`config.mk`:
```
export PLATFORM = sky130hd
export DESIGN_NAME = sg_dma_channel
export DESIGN_NICKNAME = d
export VERILOG_FILES = /design/src/rtl/sgdma_pkg.sv /design/src/rtl/sgdma_item_buf.sv /design/src/rtl/sgdma_ch_regs.sv /design/src/rtl/sgdma_engine.sv /design/src/rtl/sg_dma_channel.sv
export SDC_FILE = /design/constraint.sdc
export NUM_CORES = 1
export LEC_CHECK = 0
export BUFFER_PORTS_ARGS = -buffer_cell sky130_fd_sc_hd__buf_2
export CAP_MARGIN = 40
export CORE_MARGIN = 10
export CORE_UTILIZATION = 40
export DETAILED_ROUTE_END_ITERATION = 16
export PLACE_DENSITY_LB_ADDON = 0.05
export SLEW_MARGIN = 10
export SYNTH_ARGS = -nofsm -noshare
export SYNTH_HDL_FRONTEND = slang
export SYNTH_SLANG_ARGS = --single-unit
```
`constraint.sdc`:
```
create_clock -name clk -period 6.7 [get_ports clk]
set_clock_uncertainty 0.05 [all_clocks]
set_input_delay 0.335 -clock clk [delete_from_list [all_inputs] [get_ports clk]]
set_output_delay 0.335 -clock clk [all_outputs]
set_load 0.02 [all_outputs]
```
`src/rtl/sgdma_pkg.sv`:
```
package sgdma_pkg;

  typedef enum logic [2:0] {
    ST_IDLE,
    ST_CHK,
    ST_RD,
    ST_WPREP,
    ST_WR,
    ST_END,
    ST_FETCH
  } xfer_state_t;

  localparam logic [2:0] RIX_SRC  = 3'd0;
  localparam logic [2:0] RIX_DST  = 3'd1;
  localparam logic [2:0] RIX_NXT  = 3'd2;
  localparam logic [2:0] RIX_CTL  = 3'd3;
  localparam logic [2:0] RIX_CFG  = 3'd4;
  localparam logic [2:0] RIX_STAT = 3'd5;

  localparam int CFG_W = 19;

  function automatic logic [4:0] burst_items(input logic [1:0] code);
    case (code)
      2'd0:    burst_items = 5'd1;
      2'd1:    burst_items = 5'd4;
      2'd2:    burst_items = 5'd8;
      default: burst_items = 5'd16;
    endcase
  endfunction

  function automatic logic [31:0] lane_mask(input logic [1:0] w);
    case (w)
      2'd0:    lane_mask = 32'h0000_00FF;
      2'd1:    lane_mask = 32'h0000_FFFF;
      default: lane_mask = 32'hFFFF_FFFF;
    endcase
  endfunction

  function automatic logic bad_width(input logic [2:0] w);
    bad_width = (w > 3'd2);
  endfunction

endpackage

```
`src/rtl/sgdma_item_buf.sv`:
```
module sgdma_item_buf #(
  parameter int DEPTH = 16,
  localparam int AW = $clog2(DEPTH)
) (
  input  logic          clk,
  input  logic          we,
  input  logic [AW-1:0] waddr,
  input  logic [31:0]   wdata,
  input  logic [AW-1:0] raddr,
  output logic [31:0]   rdata
);

  logic [31:0] mem [DEPTH];

  // Registered read with no reset, so the array maps onto block RAM
  always_ff @(posedge clk) begin
    if (we) mem[waddr] <= wdata;
    rdata <= mem[raddr];
  end

endmodule

```
`src/rtl/sgdma_ch_regs.sv`:
```
module sgdma_ch_regs
  import sgdma_pkg::*;
(
  input  logic        clk,
  input  logic        rst,
  input  logic        sw_we,
  input  logic        sw_re,
  input  logic [2:0]  sw_addr,
  input  logic [31:0] sw_wdata,
  output logic [31:0] sw_rdata,
  input  logic        active,
  input  logic        eng_src_we,
  input  logic [31:0] eng_src,
  input  logic        eng_dst_we,
  input  logic [31:0] eng_dst,
  input  logic        eng_nxt_we,
  input  logic [31:0] eng_nxt,
  input  logic        eng_ctl_we,
  input  logic [31:0] eng_ctl,
  input  logic        eng_clr_en,
  input  logic        eng_set_err,
  output logic [31:0] src_q,
  output logic [31:0] dst_q,
  output logic [31:0] nxt_q,
  output logic [31:0] ctl_q,
  output logic [CFG_W-1:0] cfg_q,
  output logic        err_q,
  output logic        start
);

  logic sw_hit_idle;
  assign sw_hit_idle = sw_we && !active;
  assign start = sw_we && (sw_addr == RIX_CFG) && sw_wdata[0] && !active;

  always_ff @(posedge clk) begin
    if (rst) begin
      src_q <= '0;
      dst_q <= '0;
      nxt_q <= '0;
      ctl_q <= '0;
      cfg_q <= '0;
      err_q <= 1'b0;
      sw_rdata <= '0;
    end else begin
      if (eng_src_we) src_q <= eng_src;
      else if (sw_hit_idle && sw_addr == RIX_SRC) src_q <= sw_wdata;
      if (eng_dst_we) dst_q <= eng_dst;
      else if (sw_hit_idle && sw_addr == RIX_DST) dst_q <= sw_wdata;
      if (eng_nxt_we) nxt_q <= eng_nxt;
      else if (sw_hit_idle && sw_addr == RIX_NXT) nxt_q <= sw_wdata;
      if (eng_ctl_we) ctl_q <= eng_ctl;
      else if (sw_hit_idle && sw_addr == RIX_CTL) ctl_q <= sw_wdata;

      if (sw_we && sw_addr == RIX_CFG) cfg_q <= sw_wdata[CFG_W-1:0];
      if (eng_clr_en) cfg_q[0] <= 1'b0;

      if (eng_set_err) err_q <= 1'b1;
      else if (sw_we && sw_addr == RIX_STAT && sw_wdata[1]) err_q <= 1'b0;

      if (sw_re) begin
        case (sw_addr)
          RIX_SRC:  sw_rdata <= src_q;
          RIX_DST:  sw_rdata <= dst_q;
          RIX_NXT:  sw_rdata <= nxt_q;
          RIX_CTL:  sw_rdata <= ctl_q;
          RIX_CFG:  sw_rdata <= {{(32-CFG_W){1'b0}}, cfg_q};
          RIX_STAT: sw_rdata <= {30'd0, err_q, active};
          default:  sw_rdata <= '0;
        endcase
      end
    end
  end


  err_set_chk: assert property (@(posedge clk) disable iff (rst)
    eng_set_err |=> err_q);


  en_clear_chk: assert property (@(posedge clk) disable iff (rst)
    eng_clr_en |=> !cfg_q[0]);


  src_hold_chk: assert property (@(posedge clk) disable iff (rst)
    (active && !eng_src_we) |=> $stable(src_q));

endmodule

```
`src/rtl/sgdma_engine.sv`:
```
module sgdma_engine
  import sgdma_pkg::*;
#(
  parameter int BUF_DEPTH = 16,
  localparam int BUF_AW = $clog2(BUF_DEPTH),
  localparam int IDX_W = BUF_AW + 1
) (
  input  logic        clk,
  input  logic        rst,
  input  logic        start,
  input  logic [31:0] src,
  input  logic [31:0] dst,
  input  logic [31:0] nxt,
  input  logic [31:0] ctl,
  input  logic        en,
  input  logic        itc_ok,
  input  logic        ie_ok,
  output logic        m_req,
  output logic        m_we,
  output logic [31:0] m_addr,
  output logic [1:0]  m_size,
  output logic [31:0] m_wdata,
  input  logic [31:0] m_rdata,
  input  logic        m_ack,
  input  logic        m_err,
  output logic        eng_src_we,
  output logic [31:0] eng_src,
  output logic        eng_dst_we,
  output logic [31:0] eng_dst,
  output logic        eng_nxt_we,
  output logic        eng_ctl_we,
  output logic        clr_en,
  output logic        set_err,
  output logic        active,
  output logic        irq_tc,
  output logic        irq_err,
  output logic              buf_we,
  output logic [BUF_AW-1:0] buf_waddr,
  output logic [31:0]       buf_wdata,
  output logic [BUF_AW-1:0] buf_raddr,
  input  logic [31:0]       buf_rdata
);

  xfer_state_t state, state_n;
  logic [11:0]      rem;
  logic [IDX_W-1:0] grp, ridx, widx;
  logic [31:0]      fptr;
  logic [1:0]       fidx;
  logic             tc_d, err_d;

  logic [31:0] step;
  logic        width_bad, acked, good, bad;
  logic [11:0] burst12;
  logic [IDX_W-1:0] grp_first, grp_again;
  logic        unused_bits;

  assign unused_bits = ^{ctl[30:28], ctl[25:24], ctl[17:14], nxt[1:0]};

  assign step      = 32'd1 << ctl[19:18];
  assign width_bad = bad_width(ctl[20:18]) || bad_width(ctl[23:21]);
  assign burst12   = {7'd0, burst_items(ctl[13:12])};
  assign grp_first = IDX_W'((burst12 < ctl[11:0]) ? burst12 : ctl[11:0]);
  assign grp_again = IDX_W'((burst12 < rem) ? burst12 : rem);

  assign active  = (state != ST_IDLE);
  assign m_req   = (state == ST_RD) || (state == ST_WR) || (state == ST_FETCH);
  assign m_we    = (state == ST_WR);
  assign m_size  = (state == ST_FETCH) ? 2'd2 : ctl[19:18];
  assign m_wdata = buf_rdata;
  assign acked   = m_req && m_ack;
  assign good    = acked && !m_err;
  assign bad     = acked && m_err;

  always_comb begin
    case (state)
      ST_RD:    m_addr = src;
      ST_WR:    m_addr = dst;
      ST_FETCH: m_addr = fptr + {28'd0, fidx, 2'b00};
      default:  m_addr = '0;
    endcase
  end

  assign eng_src   = (state == ST_FETCH) ? m_rdata : src + (ctl[26] ? step : 32'd0);
  assign eng_dst   = (state == ST_FETCH) ? m_rdata : dst + (ctl[27] ? step : 32'd0);
  assign buf_waddr = ridx[BUF_AW-1:0];
  assign buf_wdata = m_rdata & lane_mask(ctl[19:18]);
  // Look one item ahead so the registered buffer output matches widx
  assign buf_raddr = (state != ST_WR) ? '0 :
                     (good ? BUF_AW'(widx + 1'b1) : widx[BUF_AW-1:0]);

  always_comb begin
    state_n = state;
    eng_src_we = 1'b0;
    eng_dst_we = 1'b0;
    eng_nxt_we = 1'b0;
    eng_ctl_we = 1'b0;
    clr_en = 1'b0;
    set_err = 1'b0;
    tc_d = 1'b0;
    err_d = 1'b0;
    buf_we = 1'b0;
    if (bad) begin
      set_err = 1'b1;
      clr_en = 1'b1;
      err_d = ie_ok;
      state_n = ST_IDLE;
    end else begin
      case (state)
        ST_IDLE: if (start) state_n = ST_CHK;
        ST_CHK: begin
          if (width_bad) begin
            set_err = 1'b1;
            clr_en = 1'b1;
            err_d = ie_ok;
            state_n = ST_IDLE;
          end else if (!en) state_n = ST_IDLE;
          else if (ctl[11:0] == 12'd0) state_n = ST_END;
          else state_n = ST_RD;
        end
        ST_RD: if (good) begin
          buf_we = 1'b1;
          eng_src_we = 1'b1;
          if (!en) state_n = ST_IDLE;
          else if (ridx + 1'b1 == grp) state_n = ST_WPREP;
        end
        ST_WPREP: state_n = ST_WR;
        ST_WR: if (good) begin
          eng_dst_we = 1'b1;
          if (!en) state_n = ST_IDLE;
          else if (widx + 1'b1 == grp) state_n = (rem == 12'd0) ? ST_END : ST_RD;
        end
        ST_END: begin
          tc_d = ctl[31] && itc_ok;
          if (nxt[31:2] == 30'd0) begin
            clr_en = 1'b1;
            state_n = ST_IDLE;
          end else if (!en) state_n = ST_IDLE;
          else state_n = ST_FETCH;
        end
        ST_FETCH: if (good) begin
          case (fidx)
            2'd0:    eng_src_we = 1'b1;
            2'd1:    eng_dst_we = 1'b1;
            2'd2:    eng_nxt_we = 1'b1;
            default: eng_ctl_we = 1'b1;
          endcase
          if (fidx == 2'd3) state_n = ST_CHK;
          else if (!en) state_n = ST_IDLE;
        end
        default: state_n = ST_IDLE;
      endcase
    end
  end

  always_ff @(posedge clk) begin
    if (rst) begin
      state <= ST_IDLE;
      rem <= '0;
      grp <= '0;
      ridx <= '0;
      widx <= '0;
      fptr <= '0;
      fidx <= '0;
      irq_tc <= 1'b0;
      irq_err <= 1'b0;
    end else begin
      state <= state_n;
      irq_tc <= tc_d;
      irq_err <= err_d;
      if (state == ST_CHK && state_n == ST_RD) begin
        rem <= ctl[11:0];
        grp <= grp_first;
        ridx <= '0;
      end
      if (state == ST_RD && good) begin
        ridx <= ridx + 1'b1;
        rem <= rem - 1'b1;
      end
      if (state_n == ST_WPREP) widx <= '0;
      if (state == ST_WR && good) begin
        widx <= widx + 1'b1;
        if (state_n == ST_RD) begin
          grp <= grp_again;
          ridx <= '0;
        end
      end
      if (state == ST_END && state_n == ST_FETCH) begin
        fptr <= {nxt[31:2], 2'b00};
        fidx <= '0;
      end
      if (state == ST_FETCH && good) fidx <= fidx + 1'b1;
    end
  end


  tc_single_chk: assert property (@(posedge clk) disable iff (rst)
    irq_tc |=> !irq_tc);


  req_hold_chk: assert property (@(posedge clk) disable iff (rst)
    (m_req && !m_ack) |=> (m_req && $stable(m_addr) && $stable(m_we)));


  size_legal_chk: assert property (@(posedge clk) disable iff (rst)
    m_req |-> (m_size != 2'd3));


  err_stop_chk: assert property (@(posedge clk) disable iff (rst)
    (m_req && m_ack && m_err) |=> !active);


  fetch_align_chk: assert property (@(posedge clk) disable iff (rst)
    (m_req && state == ST_FETCH) |-> (m_addr[1:0] == 2'b00 && !m_we));

endmodule

```
`src/rtl/sg_dma_channel.sv`:
```
module sg_dma_channel
  import sgdma_pkg::*;
#(
  parameter int BUF_DEPTH = 16
) (
  input  logic        clk,
  input  logic        rst,
  input  logic        reg_we,
  input  logic        reg_re,
  input  logic [2:0]  reg_addr,
  input  logic [31:0] reg_wdata,
  output logic [31:0] reg_rdata,
  output logic        m_req,
  output logic        m_we,
  output logic [31:0] m_addr,
  output logic [1:0]  m_size,
  output logic [31:0] m_wdata,
  input  logic [31:0] m_rdata,
  input  logic        m_ack,
  input  logic        m_err,
  output logic        irq_tc,
  output logic        irq_err,
  output logic        ch_active
);

  localparam int BUF_AW = $clog2(BUF_DEPTH);

  logic [31:0] src_q, dst_q, nxt_q, ctl_q;
  logic [CFG_W-1:0] cfg_q;
  logic        err_q, start;
  logic        eng_src_we, eng_dst_we, eng_nxt_we, eng_ctl_we;
  logic [31:0] eng_src, eng_dst;
  logic        clr_en, set_err;
  logic              buf_we;
  logic [BUF_AW-1:0] buf_waddr, buf_raddr;
  logic [31:0]       buf_wdata, buf_rdata;
  logic        unused_err;

  assign unused_err = err_q;

  sgdma_ch_regs u_regs (
    .clk(clk), .rst(rst),
    .sw_we(reg_we), .sw_re(reg_re), .sw_addr(reg_addr),
    .sw_wdata(reg_wdata), .sw_rdata(reg_rdata),
    .active(ch_active),
    .eng_src_we(eng_src_we), .eng_src(eng_src),
    .eng_dst_we(eng_dst_we), .eng_dst(eng_dst),
    .eng_nxt_we(eng_nxt_we), .eng_nxt(m_rdata),
    .eng_ctl_we(eng_ctl_we), .eng_ctl(m_rdata),
    .eng_clr_en(clr_en), .eng_set_err(set_err),
    .src_q(src_q), .dst_q(dst_q), .nxt_q(nxt_q), .ctl_q(ctl_q),
    .cfg_q(cfg_q), .err_q(err_q), .start(start)
  );

  sgdma_engine #(.BUF_DEPTH(BUF_DEPTH)) u_eng (
    .clk(clk), .rst(rst), .start(start),
    .src(src_q), .dst(dst_q), .nxt(nxt_q), .ctl(ctl_q),
    .en(cfg_q[0]), .itc_ok(cfg_q[15]), .ie_ok(cfg_q[14]),
    .m_req(m_req), .m_we(m_we), .m_addr(m_addr), .m_size(m_size),
    .m_wdata(m_wdata), .m_rdata(m_rdata), .m_ack(m_ack), .m_err(m_err),
    .eng_src_we(eng_src_we), .eng_src(eng_src),
    .eng_dst_we(eng_dst_we), .eng_dst(eng_dst),
    .eng_nxt_we(eng_nxt_we), .eng_ctl_we(eng_ctl_we),
    .clr_en(clr_en), .set_err(set_err), .active(ch_active),
    .irq_tc(irq_tc), .irq_err(irq_err),
    .buf_we(buf_we), .buf_waddr(buf_waddr), .buf_wdata(buf_wdata),
    .buf_raddr(buf_raddr), .buf_rdata(buf_rdata)
  );

  sgdma_item_buf #(.DEPTH(BUF_DEPTH)) u_buf (
    .clk(clk), .we(buf_we), .waddr(buf_waddr), .wdata(buf_wdata),
    .raddr(buf_raddr), .rdata(buf_rdata)
  );

endmodule

```
==> results by group, run 1 <==
Drt
  • Remaining DRCs: 0
  • DR pass1 iterations: 5
  • First DRT Iteration DRCs: 2305
  • Vias per std cell: 5.94
  • Total routed wirelength: 116000 um
  • Routed len/inst: 28.0 um
  • Routed Antenna Nets: 0
  • Vias: 24.7k

STA
  • Least-Margin Pin Slew: 0.951 ns
  • Final hold vios: 0
  • Max Slew Vio Count: 0
  • Setup_tns: 0 ns
  • Min Tclk post-route: 4.14 ns
  • FMAX: 241 MHz
  • Unrepaired setup endpoints after global routing: no
  • Final Cycle Share: 61.8%
  • Slew margin rel.: 36.6%
  • Final setup vio count: 0

Job
  • MaxCap Viol Count: 0

Die
  • Die ar.: 101000 um^2
  • I/O pin count: 176
  • Std-Cell Core Area: 87200 um^2
  • Row count: 108
  • Width of the die: 317 um
  • Starting Density: 40.5%
  • Vert. Die Dim: 317 um

Clocking
  • CTS tree: built
  • CTS sink count: 788
  • Post-CTS Setup Bufs: 0
  • Post-CTS Hold Fix Bufs: 55
  • Clk buf depth: 3
  • Clk slew on worst S/H paths: 0.07 ns
  • Post-CTS sizing: 0
  • H-tree depth: 3
  • Clk Tree Root Cell: clkbuf_16
  • Insertion delay to the later sink of the worst-skew pair: 0.68 ns
  • Total CTS buffers: 89

Worst setup path
  • Crit Path Max Fanout: 31
  • CP max stage cell: dfxtp_1
  • Slowest stage delay, CP: 0.90 ns
  • Crit path buf inv count: 3
  • Kind of critical path: reg2reg
  • Critical Path Sink Type: register
  • Arr. time, crit path: 4.62 ns
  • Crit path max-delay family: buffers and inverters
  • Crit-path cells: nor2_1 > nand2_1 > inv_2 > nand2_4 > buf_16 > buf_4 > mux4_2 > a22oi_1 > nand2_1
  • WP data required: 7.18 ns
  • Most frequent CP cell: nand2_1
  • Startpoint types: register

Power
  • Overall power: 10600 uW
  • Sw power: 2340 uW
  • Flop pwr share: 48.9%
  • P per Cell Area: 257 nW/um^2
  • Comb pwr share: 3.2%
  • Leak pwr: 0.0144 uW
  • Peak VDD IR: 0.000164 V
  • Internal: 8300 uW
  • Clock share of power: 47.8%
  • Sw Ratio: 22.0%

Finish
  • ANT cells: 0
  • Fillcell total: 7737
  • Post-Layout Cell Count: 4157
  • Area Overhead vs Synth: 17.1%
  • Layout cells sized above 1: 20.7%
  • Fin nets: 3029

Logic synthesis
  • Post-synth EDFFs: 512
  • Syn Area/Cell: 13.0 um^2
  • Share of the synthesized area in the top cell type: 43.5%
  • Syn nets: 2827
  • FFs w/ async S/R, synth: 0%
  • Synth Flop Type: edfxtp_1
  • #FFs+latches synth: 788
  • Cell area after synthesis: 35300 um^2
  • Yosys top cell by area: edfxtp_1
  • Netlist cell types: 89
  • Top post-synthesis cells by area: edfxtp_1 44%, dfxtp_1 16%, mux4_2 9.6%
  • Sequential share of the synthesized area: 59.2%
  • Synth warn: 0
  • Post-synthesis cell count: 2724

Place
  • Port bufs: 175
  • HPWL Detailed: 72200 um
  • Cells after DPL: 3933
  • GPL Wtd Cong: 0.883

Global routing
  • Initial antenna violation count: 6
  • Vias in the first global route: 25.3k
  • Pin count of the biggest net entering global routing: 142
  • Gr usage total: 22.9%
  • Grt ovf: 0
  • Wire length of the first global-routing pass: 172000 um

Hold path
  • Hold WC Path Type: in2reg

Run status
  • Outcome: finished, final reports clean
[tightest hold or removal path, delay by kind of cell]
family / cells / cell delay, ns
buffers and inverters: 1 / 0.16
AO/OA/AOI/OAI: 1 / 0.08
multiplexers: 1 / 0.14
[cells in the final DEF, fill, tap and decap left out, types with 96 or more instances in the layout]
cell type  count
a21oi_1      120
mux2i_1      137
buf_2        175
nor2_1       207
nand2_1      186
a211oi_1      96
dfxtp_1      276
a22oi_1      100
mux4_2       151
edfxtp_1     512
[registers in the layout, indices dropped and copies added (netlist names)]
| register | count |
|---|---|
| u_regs.err_q | 1 |
| u_regs.sw_rdata | 32 |
| u_regs.cfg_q | 19 |
| u_regs.nxt_q | 32 |
| u_eng.grp | 5 |
| u_regs.dst_q | 32 |
| u_eng.widx | 5 |
| u_regs.ctl_q | 32 |
| u_eng.fidx | 2 |
| u_regs.src_q | 32 |
| u_eng.irq_err | 1 |
| u_eng.state | 3 |
| u_eng.ridx | 5 |
| u_eng.irq_tc | 1 |
| u_eng.rem | 12 |
| u_eng.fptr | 30 |
| u_buf.mem | 512 |
| u_buf.rdata | 32 |
[synth_stat cells (5+ instances only)]
library cell / count
a211o_1: 5
nor2b_1: 53
ha_1: 27
mux2_2: 15
buf_4: 5
nand2_1: 190
a221oi_1: 15
a21o_1: 5
nor3_1: 54
and4_1: 6
and2_1: 30
mux4_2: 151
nand3_1: 56
xnor2_1: 45
nor4_1: 31
nor2_1: 211
o211ai_1: 16
mux2i_1: 137
nor4b_1: 6
clkbuf_1: 132
a31oi_1: 21
a211oi_1: 96
o221ai_1: 17
nand4_1: 22
a21oi_1: 122
or3_1: 7
a311oi_1: 9
edfxtp_1: 512
and3_1: 19
nand2b_1: 7
nor3b_1: 8
xor2_1: 33
inv_1: 41
dfxtp_1: 276
buf_1: 18
o31ai_1: 7
buf_2: 39
o21ai_0: 78
a22oi_1: 100
a311o_1: 6
o22ai_1: 5
[area by class of cell]
type / count / area (um^2) / share of cell area, %
clock buffers: 121 / 2490 / 6.01
clock inverters: 46 / 597 / 1.44
inverters: 45 / 169 / 0.408
multi-input cells: 1697 / 13700 / 33.0
flip-flops and latches: 788 / 20900 / 50.5
well taps: 1155 / 1450 / 3.49
repair buffers: 305 / 2100 / 5.09
[metrics by stage]
step                      setup slack [ns]  cell area, um^2  utilization, %  hold WS [ns]
final                                 2.56            41400            47.5        0.0418
after global routing                  2.19            41400            47.5        0.0500
after CTS                             2.30            41400            47.4       0.00241
after detailed placement              2.32            37700            43.3         0.398
after global placement                2.16            37500            43.1         0.392
after floorplan                       1.33            35300               -         0.379
[power by group through the flow]
stage | combinational (uW) | sequential [uW] | clock, uW
floorplan | 158 | 5290 | 0
global placement | 310 | 5310 | 0
detailed placement | 319 | 5310 | 0
CTS | 342 | 5200 | 5190
global route | 367 | 5200 | 5400
finish | 345 | 5200 | 5080
[logic make-up (layout without fill, tap and decap cells)]
family	Yosys count	in the layout	synth area share, %
compound gates	554	554	10.9
xor+xnor	78	78	1.93
fa+ha+maj	30	30	1.13
buf+inv	239	517	2.73
mux	305	305	14.1
flops	788	788	59.2
simple gates	730	730	10.1
[final timing paths]
path	start	depth (start not counted)	slack [ns]	to
worst max register to register	u_eng.state[1]	9	2.56	u_buf.rdata[30]
worst min register to register	u_regs.cfg_q[13]	2	0.40	u_regs.cfg_q[13]
worst max-delay path	u_eng.state[1]	9	2.56	u_buf.rdata[30]
worst min-delay path	reg_wdata[19]	3	0.04	u_regs.ctl_q[19]
[layer usage]
layer / track usage (%) / share of wire (%) / vias up
li1: - / - / 10900
met1: 30.6 / 43 / 12700
met2: 37.4 / 48 / 828
met3: 3.69 / 6.1 / 227
met4: 8.13 / 3.4 / 8
met5: 0 / 0.039 / -
(Power assumes the default switching activity.)
==> inputs of run 2 (changes only) <==
- ABC_AREA: not set -> 1
- clock period: 6.7 -> 3.9 ns (I/O delays scaled with it)
==> results by group, run 2 <==
Clocking
  • Insertion delay to the later sink of the worst-skew pair: 0.65 ns (-0.03 ns)
  • CTS sink count: 788 (unchanged)
  • Clk slew on worst S/H paths: 0.06 ns (about the same)
  • CTS tree: built
  • Total CTS buffers: 89 (unchanged)
  • Clk Tree Root Cell: clkbuf_16
  • Clk buf depth: 3 (unchanged)
  • H-tree depth: 3 (unchanged)

Global routing
  • Wire length of the first global-routing pass: 196000 um (+14%)
  • Pin count of the biggest net entering global routing: 189 (+33%)
  • Grt ovf: 0 (unchanged)
  • Initial antenna violation count: 1 (-5)
  • Gr usage total: 25.0% (+2.1 points)
  • Vias in the first global route: 29.7k (+17%)

Worst setup path
  • Critical Path Sink Type: output port
  • WP data required: 3.65 ns (-3.53 ns)
  • Crit-path cells: inv_1 > nor3_1 > nand2_1 > nor3_1 > nand4_1 > or2_2 > nand3_1 > o221ai_1 > buf_2
  • R2r setup slk: 0.66 ns (-1.90 ns)
  • Arr. time, crit path: 3.55 ns (-1.07 ns)
  • Worst R2R Path Depth: 17 (+8)
  • Crit Path Max Fanout: 6 (-81%)
  • Worst setup path end: m_addr[28]
  • RR Endpoint: u_regs.dst_q[16]
  • Kind of critical path: reg2out
  • Crit path max-delay family: simple AND/OR/NAND/NOR gates
  • Startpoint types: register
  • Crit path buf inv count: 2 (-1)
  • Most frequent CP cell: nor3_1
  • R2R Path Start: u_regs.ctl_q[27]
  • CP max stage cell: nor3_1
  • Crit path from: u_eng.fptr[15]
  • Crit path depth: 9 (unchanged)
  • Slowest stage delay, CP: 0.56 ns (-0.34 ns)

Logic synthesis
  • Syn nets: 4199 (+49%)
  • Synth Flop Type: edfxtp_1
  • Netlist cell types: 53 (-40%)
  • #FFs+latches synth: 788 (unchanged)
  • Syn Area/Cell: 8.98 um^2 (-31%)
  • Synth warn: 0 (unchanged)
  • Sequential share of the synthesized area: 56.8% (-2.3 points)
  • Count leader, synth: nand2_1
  • Cell area after synthesis: 36800 um^2 (+4.1%)
  • Post-synth EDFFs: 512 (unchanged)
  • Post-synth top cells: 850 x nand2_1, 540 x inv_1, 512 x edfxtp_1
  • Yosys top cell by area: edfxtp_1
  • FFs w/ async S/R, synth: 0% (unchanged)
  • Post-synthesis cell count: 4096 (+50%)
  • Top post-synthesis cells by area: edfxtp_1 42%, dfxtp_1 15%, nand2_1 8.7%
  • Share of the synthesized area in the top cell type: 41.8% (-1.7 points)

Place
  • Pre-CTS setup slack: 0.371 ns (-1.95 ns)
  • GPL Wtd Cong: 1.00 (+14%)
  • Cells after DPL: 5326 (+35%)
  • Port bufs: 175 (unchanged)
  • HPWL Detailed: 85800 um (+19%)

Power
  • P per Cell Area: 423 nW/um^2 (+65%)
  • Overall power: 18300 uW (+72%)
  • Peak VDD IR: 0.000277 V (+69%)
  • Leak pwr: 0.0162 uW (+13%)

Drt
  • Remaining DRCs: 0 (unchanged)
  • First DRT Iteration DRCs: 2996 (+30%)
  • Routed len/inst: 23.8 um (-15%)
  • DR pass1 iterations: 6 (+1)
  • Total routed wirelength: 133000 um (+14%)
  • Vias: 30.7k (+24%)
  • Vias per std cell: 5.48 (-7.6%)
  • Routed Antenna Nets: 0 (unchanged)

STA
  • Final Cycle Share: 97.4%
  • Final setup vio count: 0 (unchanged)
  • Least-Margin Pin Slew: 0.878 ns (-0.0726 ns)
  • Final hold vios: 0 (unchanged)
  • Min Tclk post-route: 3.80 ns
  • Setup_tns: 0 ns (unchanged)
  • Post-route setup slack: 0.103 ns (-2.46 ns)
  • Max Slew Vio Count: 0 (unchanged)
  • Slew margin rel.: 41.5% (+4.8 points)
  • FMAX: 263 MHz

Die
  • Std-Cell Core Area: 91400 um^2 (+4.8%)
  • Starting Density: 40.2% (-0.29 points)
  • Width of the die: 323 um (+1.9%)
  • I/O pin count: 176 (unchanged)
  • Row count: 111 (+2.8%)
  • Vert. Die Dim: 323 um (+1.9%)
  • Die ar.: 104000 um^2 (+3.8%)

Finish
  • Most frequent cells in the layout: 846 x nand2_1, 534 x inv_1, 512 x edfxtp_1
  • Area Overhead vs Synth: 17.6%
  • Layout cells sized above 1: 11.4% (-9.3 points)
  • Most common cell after layout, fill and taps aside: nand2_1
  • Post-Layout Cell Count: 5591 (+34%)
  • Most flop-heavy register: u_buf.mem
  • Max reg flops: 512 (unchanged)
  • Fillcell total: 8845 (+14%)
  • Final core occ: 47.3% (-0.15 points)
  • Fin nets: 4431 (+46%)

Run status
  • Outcome: finished, final reports clean

Hold path
  • Hold WC Path Type: in2reg

Job
  • MaxCap Viol Count: 0 (unchanged)
## run 2: cell count changes after synthesis, sizes merged, moves of 44 or more
cell    before  now
a22oi      100    4
mux4       153    0
xnor2       45    1
inv         43  550
nor2b       53    0
a31oi       21   98
a211oi      97    0
mux2i      137    0
nand3       57  300
o21ai       81  311
a21oi      122  284
o211ai      16  137
nand2      191  855
## run 2: routing by layer
metal	vias to the layer above	global-route usage, %	wire length (um)	part of all wire [%]
li1	14600	-	-	-
met1	14700	32.9	57700	43
met2	1101	41.1	62000	47
met3	268	3.55	7810	5.9
met4	0	9.84	5540	4.2
met5	-	0	0	0
## run 2: cell families after synthesis
logic type                 after synthesis  share of synthesized area [%]
buffers and inverters                  777                           8.62
xor gates and xnor gates                38                          0.905
DFF                                    788                           56.8
adders and majority gates               30                           1.08
and+or+nand+nor                       1507                           17.2
AOI/OAI and AO/OA                      956                           15.4
## run 2: report_power, final
part	internal, uW	leakage, uW	total, uW	switching [uW]
registers	8870	0.00655	8910	47.3
clock network	5190	0.00149	8750	3560
logic	179	0.00818	625	446
## run 2: through the flow
stage | hold WS [ns] | area, um^2
after detailed placement | 0.399 | 39100
final | 0.0400 | 43200
after global placement | 0.392 | 39000
after floorplan | 0.244 | 36800
after CTS | 0.00121 | 43100
after global routing | 0.0462 | 43200
## run 2: final cells by class
type	count	area [um^2]	area share (%)
Antenna cell	1	2.50	0.00579
Clock buffer	132	2610	6.04
Clock inverter	35	427	0.987
Tap cell	1186	1480	3.43
Sequential cell	788	20900	48.4
Inverter	555	2080	4.82
Timing Repair Buffer	363	2780	6.42
Multi-Input combinational cell	2531	12900	29.9
## run 2: how the worst min path moves through the flow
stage / from / end / slack (ns) / cells after the start
4_1_cts: m_ack / u_eng.state[1] / 0.001 / 6
3_3_place_gp: u_regs.cfg_q[11] / u_regs.cfg_q[11] / 0.39 / 2
5_1_grt: m_err / u_eng.state[1] / 0.05 / 6
3_5_place_dp: u_regs.cfg_q[11] / u_regs.cfg_q[11] / 0.40 / 2
2_1_floorplan: m_rdata[0] / u_buf.mem[0][0] / 0.24 / 0
6_report: m_ack / u_eng.state[1] / 0.04 / 6
## run 2: repair_timing
item	4_1_cts	5_1_grt
resized for setup	12	19
setup endpoints to repair	6	9
pin swaps	5	11
setup buffers	1	5
hold buffers	91	0
hold endpoints to repair	249	0
## run 2: worst register-to-register path, delay by kind of cell, from the launching register on
kind,cells,cell delay [ns]
flops,1,0.33
compound gates,3,0.31
simple gates,9,1.50
buf+inv,4,0.51
fa+ha+maj,1,0.43
